`config.mk`:
```
export PLATFORM = sky130hd
export DESIGN_NAME = irq_flag_hub
export DESIGN_NICKNAME = d
export VERILOG_FILES = /design/src/rtl/irq_hub_pkg.sv /design/src/rtl/irq_flag_bank.sv /design/src/rtl/irq_mask_reg.sv /design/src/rtl/irq_pin_ctrl.sv /design/src/rtl/irq_flag_hub.sv
export SDC_FILE = /design/constraint.sdc
export NUM_CORES = 1
export LEC_CHECK = 0
export ABC_AREA = 1
export ABC_CLOCK_PERIOD_IN_PS = 1230
export BUFFER_PORTS_ARGS = -buffer_cell sky130_fd_sc_hd__buf_4
export CAP_MARGIN = 20
export CORE_MARGIN = 2
export CORE_UTILIZATION = 40
export CTS_CLUSTER_SIZE = 16
export DETAILED_ROUTE_END_ITERATION = 16
export PLACE_DENSITY_LB_ADDON = 0.08
export SLEW_MARGIN = 15
export SYNTH_ARGS = -nofsm -noshare
export SYNTH_HDL_FRONTEND = slang
export SYNTH_HIERARCHICAL = 1
export SYNTH_SLANG_ARGS = --single-unit
```
`constraint.sdc`:
```
create_clock -name clk -period 1.23 [get_ports clk]
set_clock_uncertainty 0.15 [all_clocks]
set_input_delay 0.0615 -clock clk [delete_from_list [all_inputs] [get_ports clk]]
set_output_delay 0.0615 -clock clk [all_outputs]
set_load 0.02 [all_outputs]
```
`src/rtl/irq_hub_pkg.sv`:
```
`timescale 1ns/1ps
package irq_hub_pkg;
   // primary flag bit positions (host decodes these)
   localparam int unsigned P_RX_FRAME  = 0;
   localparam int unsigned P_LOST      = 1;
   localparam int unsigned P_WIN_CHG   = 2;
   localparam int unsigned P_LINK      = 3;
   localparam int unsigned P_ALT_SC    = 4;
   localparam int unsigned P_IDENT     = 5;
   localparam int unsigned P_EXT_SUM   = 6;
   localparam int unsigned P_BUSY      = 7;
   localparam int unsigned PRI_W       = 8;
   localparam int unsigned SRC_W       = 6;
   // extended flag bit positions
   localparam int unsigned X_DATA_AVL  = 1;
   localparam int unsigned X_CLR_SEND  = 2;
endpackage

```
`src/rtl/irq_flag_bank.sv`:
```
`timescale 1ns/1ps
module irq_flag_bank #(
   parameter int unsigned W = 8
) (
   input  logic         clk,
   input  logic         rst_n,
   input  logic [W-1:0] set_i,
   input  logic [W-1:0] clr_i,
   output logic [W-1:0] flags_o
);
   logic [W-1:0] flags_q;

   generate
      for (genvar i = 0; i < W; i++) begin : g_bit
         always_ff @(posedge clk or negedge rst_n) begin
            if (!rst_n)        flags_q[i] <= 1'b0;
            else if (set_i[i]) flags_q[i] <= 1'b1;   // set has priority
            else if (clr_i[i]) flags_q[i] <= 1'b0;
         end
      end
   endgenerate

   assign flags_o = flags_q;
endmodule

```
`src/rtl/irq_mask_reg.sv`:
```
`timescale 1ns/1ps
module irq_mask_reg #(
   parameter int unsigned W         = 8,
   parameter logic [W-1:0] RST_VAL  = '0
) (
   input  logic         clk,
   input  logic         rst_n,
   input  logic         we_i,
   input  logic [W-1:0] wdata_i,
   output logic [W-1:0] mask_o
);
   logic [W-1:0] mask_q;

   always_ff @(posedge clk or negedge rst_n) begin
      if (!rst_n)    mask_q <= RST_VAL;
      else if (we_i) mask_q <= wdata_i;
   end

   assign mask_o = mask_q;
endmodule

```
`src/rtl/irq_pin_ctrl.sv`:
```
`timescale 1ns/1ps
module irq_pin_ctrl (
   input  logic clk,
   input  logic rst_n,
   input  logic req_i,
   input  logic txn_end_i,
   output logic irq_n_o
);
   logic irq_n_q;

   always_ff @(posedge clk or negedge rst_n) begin
      if (!rst_n)         irq_n_q <= 1'b1;
      else if (txn_end_i) irq_n_q <= 1'b1;   // one-cycle release after a transaction
      else                irq_n_q <= ~req_i;
   end

   assign irq_n_o = irq_n_q;
endmodule

```
`src/rtl/irq_flag_hub.sv`:
```
`timescale 1ns/1ps
module irq_flag_hub #(
   parameter int unsigned EXT_W    = 32,
   parameter int unsigned EXT_USED = 8
) (
   input  logic                clk,
   input  logic                rst_n,
   input  logic [5:0]          src_evt_i,
   input  logic                busy_evt_i,
   input  logic [EXT_USED-1:0] ext_evt_i,
   input  logic [EXT_USED-1:0] ext_clr_i,
   input  logic                status_rd_i,
   input  logic                dmx_rd_done_i,
   input  logic                frame_info_rd_i,
   input  logic                rxtx_status_rd_i,
   input  logic                txn_end_i,
   input  logic                cmd_rdy_i,
   input  logic                pmask_we_i,
   input  logic [6:0]          pmask_wdata_i,
   input  logic                emask_we_i,
   input  logic [EXT_USED-1:0] emask_wdata_i,
   output logic [7:0]          pri_flags_o,
   output logic [EXT_W-1:0]    ext_flags_o,
   output logic [7:0]          pri_mask_o,
   output logic [EXT_W-1:0]    ext_mask_o,
   output logic                irq_n_o
);
   import irq_hub_pkg::*;

   generate
      if (EXT_USED > EXT_W) begin : g_bad_width
         $error("irq_flag_hub: EXT_USED exceeds EXT_W");
      end
      if (EXT_USED <= X_CLR_SEND) begin : g_bad_used
         $error("irq_flag_hub: EXT_USED too small for RX/TX status bits");
      end
   endgenerate

   // ---------------- primary sources ----------------
   logic [SRC_W-1:0] src_clr;
   logic [SRC_W-1:0] src_q;
   logic             busy_q;

   always_comb begin
      src_clr             = '0;
      src_clr[P_LOST]     = status_rd_i;
      src_clr[P_LINK]     = status_rd_i;
      src_clr[P_IDENT]    = status_rd_i;
      src_clr[P_RX_FRAME] = dmx_rd_done_i;
      src_clr[P_WIN_CHG]  = dmx_rd_done_i;
      src_clr[P_ALT_SC]   = frame_info_rd_i;
   end

   irq_flag_bank #(.W(SRC_W)) u_src_bank (
      .clk(clk), .rst_n(rst_n),
      .set_i(src_evt_i), .clr_i(src_clr), .flags_o(src_q));

   irq_flag_bank #(.W(1)) u_busy_bank (
      .clk(clk), .rst_n(rst_n),
      .set_i(busy_evt_i), .clr_i(txn_end_i), .flags_o(busy_q));

   // ---------------- extended group ----------------
   logic [EXT_USED-1:0] ext_clr_all;
   logic [EXT_USED-1:0] ext_q;
   logic [EXT_USED-1:0] emask_q;
   logic [6:0]          pmask_q;
   logic                ext_sum;

   always_comb begin
      ext_clr_all             = ext_clr_i;
      ext_clr_all[X_DATA_AVL] = ext_clr_i[X_DATA_AVL] | rxtx_status_rd_i;
      ext_clr_all[X_CLR_SEND] = ext_clr_i[X_CLR_SEND] | rxtx_status_rd_i;
   end

   irq_flag_bank #(.W(EXT_USED)) u_ext_bank (
      .clk(clk), .rst_n(rst_n),
      .set_i(ext_evt_i), .clr_i(ext_clr_all), .flags_o(ext_q));

   irq_mask_reg #(.W(EXT_USED)) u_emask (
      .clk(clk), .rst_n(rst_n),
      .we_i(emask_we_i), .wdata_i(emask_wdata_i), .mask_o(emask_q));

   irq_mask_reg #(.W(7)) u_pmask (
      .clk(clk), .rst_n(rst_n),
      .we_i(pmask_we_i), .wdata_i(pmask_wdata_i), .mask_o(pmask_q));

   assign ext_sum = |(ext_q & emask_q);

   generate
      if (EXT_W > EXT_USED) begin : g_pad
         assign ext_flags_o = {{(EXT_W-EXT_USED){1'b0}}, ext_q};
         assign ext_mask_o  = {{(EXT_W-EXT_USED){1'b0}}, emask_q};
      end else begin : g_full
         assign ext_flags_o = ext_q;
         assign ext_mask_o  = emask_q;
      end
   endgenerate

   // ---------------- register views and pin ----------------
   assign pri_flags_o = {busy_q, ext_sum, src_q};
   assign pri_mask_o  = {1'b0, pmask_q};

   logic irq_req;
   assign irq_req = (|({ext_sum, src_q} & pmask_q)) | cmd_rdy_i;

   irq_pin_ctrl u_pin (
      .clk(clk), .rst_n(rst_n),
      .req_i(irq_req), .txn_end_i(txn_end_i), .irq_n_o(irq_n_o));
endmodule

```
==> flow_metrics.env <==
export IMPL_io_buffers=79
export IMPL_synth_top_area_share_pct=43.9
export IMPL_synth_top_cell_by_area="dfrtp_1"
export IMPL_ys_seq_area_share_pct=45.5
export IMPL_fin_cells=411
export IMPL_h_tree_depth=2
export IMPL_dieArea_um2=4810
export IMPL_power_frac_comb_pct=29.8
export IMPL_synth_distinct_cells=12
export IMPL_clockBufferDepth=2
export IMPL_multiInputGateArea_um2=588
export IMPL_ys_ff_latch=31
export IMPL_fmax_ghz=0.750
export IMPL_clkPwrFrac_pct=28.8
export IMPL_cp_common_cell="nand2_1"
export IMPL_max_stage_delay_ns=0.38
export IMPL_p_sw_share_pct=30.7
export IMPL_cp_arrival_ns=1.12
export IMPL_drv_cap=0
export IMPL_cp_data_required_time_ns=1.02
export IMPL_place_congestion=0.750
export IMPL_grt_pass1_wl_um=6750
export IMPL_syn2layout_area_growth_pct=63.0
export IMPL_critPathBufInv=1
export IMPL_post_place_ws_ns=0.121
export IMPL_pwr_share_seq_pct=41.4
export IMPL_cpMaxStageDelayCell="dfrtp_1"
export IMPL_path_clk_slew_ns=0.07
export IMPL_critPathLaunchType="flop"
export IMPL_cts_root_buf="clkbuf_8"
export IMPL_yosysWarnings=6
export IMPL_gr_total_overflow=0
export IMPL_final_max_slew_viol_count=0
export IMPL_drc=0
export IMPL_hpwl_um=2680
export IMPL_initialDrtViolationCount=34
export IMPL_nets=408
export IMPL_io_pins=129
export IMPL_drive_gt1_share_pct=28.5
export IMPL_tritoncts="done"
export IMPL_r2r_slack_ns=0.15
export IMPL_diodes=0
export IMPL_via_count=1616
export IMPL_grt_usage_pct=17.7
export IMPL_drtAntennaViolNets=0
export IMPL_postSynthCellCount=222
export IMPL_grt_max_degree=32
export IMPL_r2r_start="u_emask/mask_o[5]"
export IMPL_clock_sinks=31
export IMPL_initial_core_util_pct=42.1
export IMPL_die_y_um=69.4
export IMPL_vias_per_cell=3.93
export IMPL_netlist_area_um2=1710
export IMPL_routed_wl_um=4110
export IMPL_worstPathCellList="nand2_1, nand2_1, nor2_2, nand2_2, buf_6"
export IMPL_hold_path_class="in2async"
export IMPL_p_per_area_nw_per_um2=1000
export IMPL_final_fill_count=355
export IMPL_cp_depth=5
export IMPL_finalSetupViolations=1
export IMPL_crit_type="reg2out"
export IMPL_failed_checks="setup timing"
export IMPL_core_area_um2=4060
export IMPL_setup_slack_ns=-0.103
export IMPL_numCtsBuffers=5
export IMPL_rows=23
export IMPL_grt_pass1_vias=1540
export IMPL_seqCellArea_um2=777
export IMPL_p_switching_w=0.000860
export IMPL_peakVddDrop_uv=769
export IMPL_crit_family="flip-flops"
export IMPL_r2r_end="u_pin/irq_n_o"
export IMPL_status="finished, violations left"
export IMPL_p_leak_nw=1.65
export IMPL_die_w_um=69.4
export IMPL_worst_path_max_fanout=2
export IMPL_period_needed_ns=1.33
export IMPL_avgSynthCellArea_um2=7.70
export IMPL_end_kind="primary output"
export IMPL_place_inst=346
export IMPL_drt_pass1_iterations=6
export IMPL_antenna_found_initial=0
export IMPL_p_int_w=0.00194
export IMPL_fin_crit_sh_pct=108
export IMPL_clk_latency_ns=0.28
export IMPL_total_power_w=0.00280
export IMPL_r2r_cells=7
export IMPL_hold_viol_final=0
export IMPL_ys_top_cells_by_area="dfrtp_1, buf_4, nand2_1, inv_1, dfstp_2"
export IMPL_wl_per_cell_um=9.99
export IMPL_rsz0062_at_grt="yes"
==> worst max-delay path by stage <==
stage,slack (ns),from,endpoint
6_report,-0.10,u_emask/mask_o[5],pri_flags_o[6]
4_1_cts,-0.13,u_ext_bank/flags_o[0],pri_flags_o[6]
3_5_place_dp,0.12,u_ext_bank/flags_o[5],u_pin/irq_n_o
2_1_floorplan,0.14,u_ext_bank/flags_o[3],pri_flags_o[6]
5_1_grt,-0.19,u_emask/mask_o[5],pri_flags_o[6]
3_3_place_gp,0.14,u_ext_bank/flags_o[2],pri_flags_o[6]
==> cells by family (layout without fill, tap and decap cells) <==
family                 after synthesis  in the layout  share of synthesized area, %
AOI/OAI and AO/OA                    1              1                         0.293
buffers and inverters               86            177                          31.0
DFF                                 31             31                          45.5
other                                1             49                         0.219
and+or+nand+nor                    103            103                          23.1
==> metal layers <==
layer	global-route usage (%)	part of all wire [%]
met2	32.9	56
met1	19.2	36
met4	5.23	0.66
met3	5.52	6.7
met5	0	0
==> stage by stage <==
stage | hold slack [ns] | instance area, µm² | utilization, % | TNS [ns]
floorplan | -0.384 | 1890 | - | 0
global placement | -0.131 | 2140 | 52.7 | 0
detailed placement | -0.131 | 2140 | 52.7 | 0
CTS | 0.111 | 2770 | 68.2 | -0.128
global route | 0.144 | 2790 | 68.6 | -0.192
finish | 0.107 | 2790 | 68.6 | -0.103
==> cell usage after synthesis <==
cell type and n:
nand2_1 96, buf_4 51, inv_1 31, dfrtp_1 30, nor2_1 3, buf_6 2, inv_2 2, nand3_1 2
or2_2 2, a21oi_1 1, conb_1 1, dfstp_2 1
==> worst reg2reg max path: stages, from the launching register on <==
cell	delay, ns
dfrtp_1	0.38
nand2_1	0.07
nand2_1	0.05
nor2_2	0.14
nand2_2	0.07
nand2_1	0.06
nand2_1	0.04
nand2_1	0.06
==> what timing repair did <==
| action | 4_1_cts | 5_1_grt |
|---|---|---|
| cloned | 0 | 0 |
| pin swaps | 3 | 2 |
| buffers inserted | 8 | 2 |
| resized for setup | 2 | 1 |
| endpoints found under the hold margin | 62 | 0 |
| endpoints found under the setup margin | 1 | 1 |
| hold buffers | 47 | 0 |
==> cell type report <==
type,instances,share of cell area [%]
inverters,33,4.45
clock buffers,7,3.10
repair buffers,136,41.0
flip-flops and latches,31,27.9
well taps,50,2.25
multi-input cells,153,21.1
clock inverters,1,0.180
==> power groups by stage <==
stage / logic [W] / registers [W] / clock network (W)
after floorplan: 0.000397 / 0.00127 / 0
after detailed placement: 0.000662 / 0.00118 / 0
after CTS: 0.000821 / 0.00116 / 0.000831
after global placement: 0.000661 / 0.00118 / 0
final: 0.000833 / 0.00116 / 0.000806
after global routing: 0.000903 / 0.00117 / 0.000887
==> cells in the final DEF (no fill, tap or decap), drive strengths merged <==
cell          n
inv          33
or2           2
clkinv        1
dfrtp        30
a21oi         1
dfstp         1
nor2          3
nand3         2
clkbuf        7
buf          89
nand2        96
dlygate4sd3  47
conb         49
==> state kept, by name (all words and copies together) (netlist names) <==
name	flops
u_src_bank/flags_o	6
u_pin/irq_n_o	1
u_pmask/mask_o	7
u_busy_bank/flags_o	1
u_emask/mask_o	8
u_ext_bank/flags_o	8
Note: power is estimated with default switching activity, not from simulation.
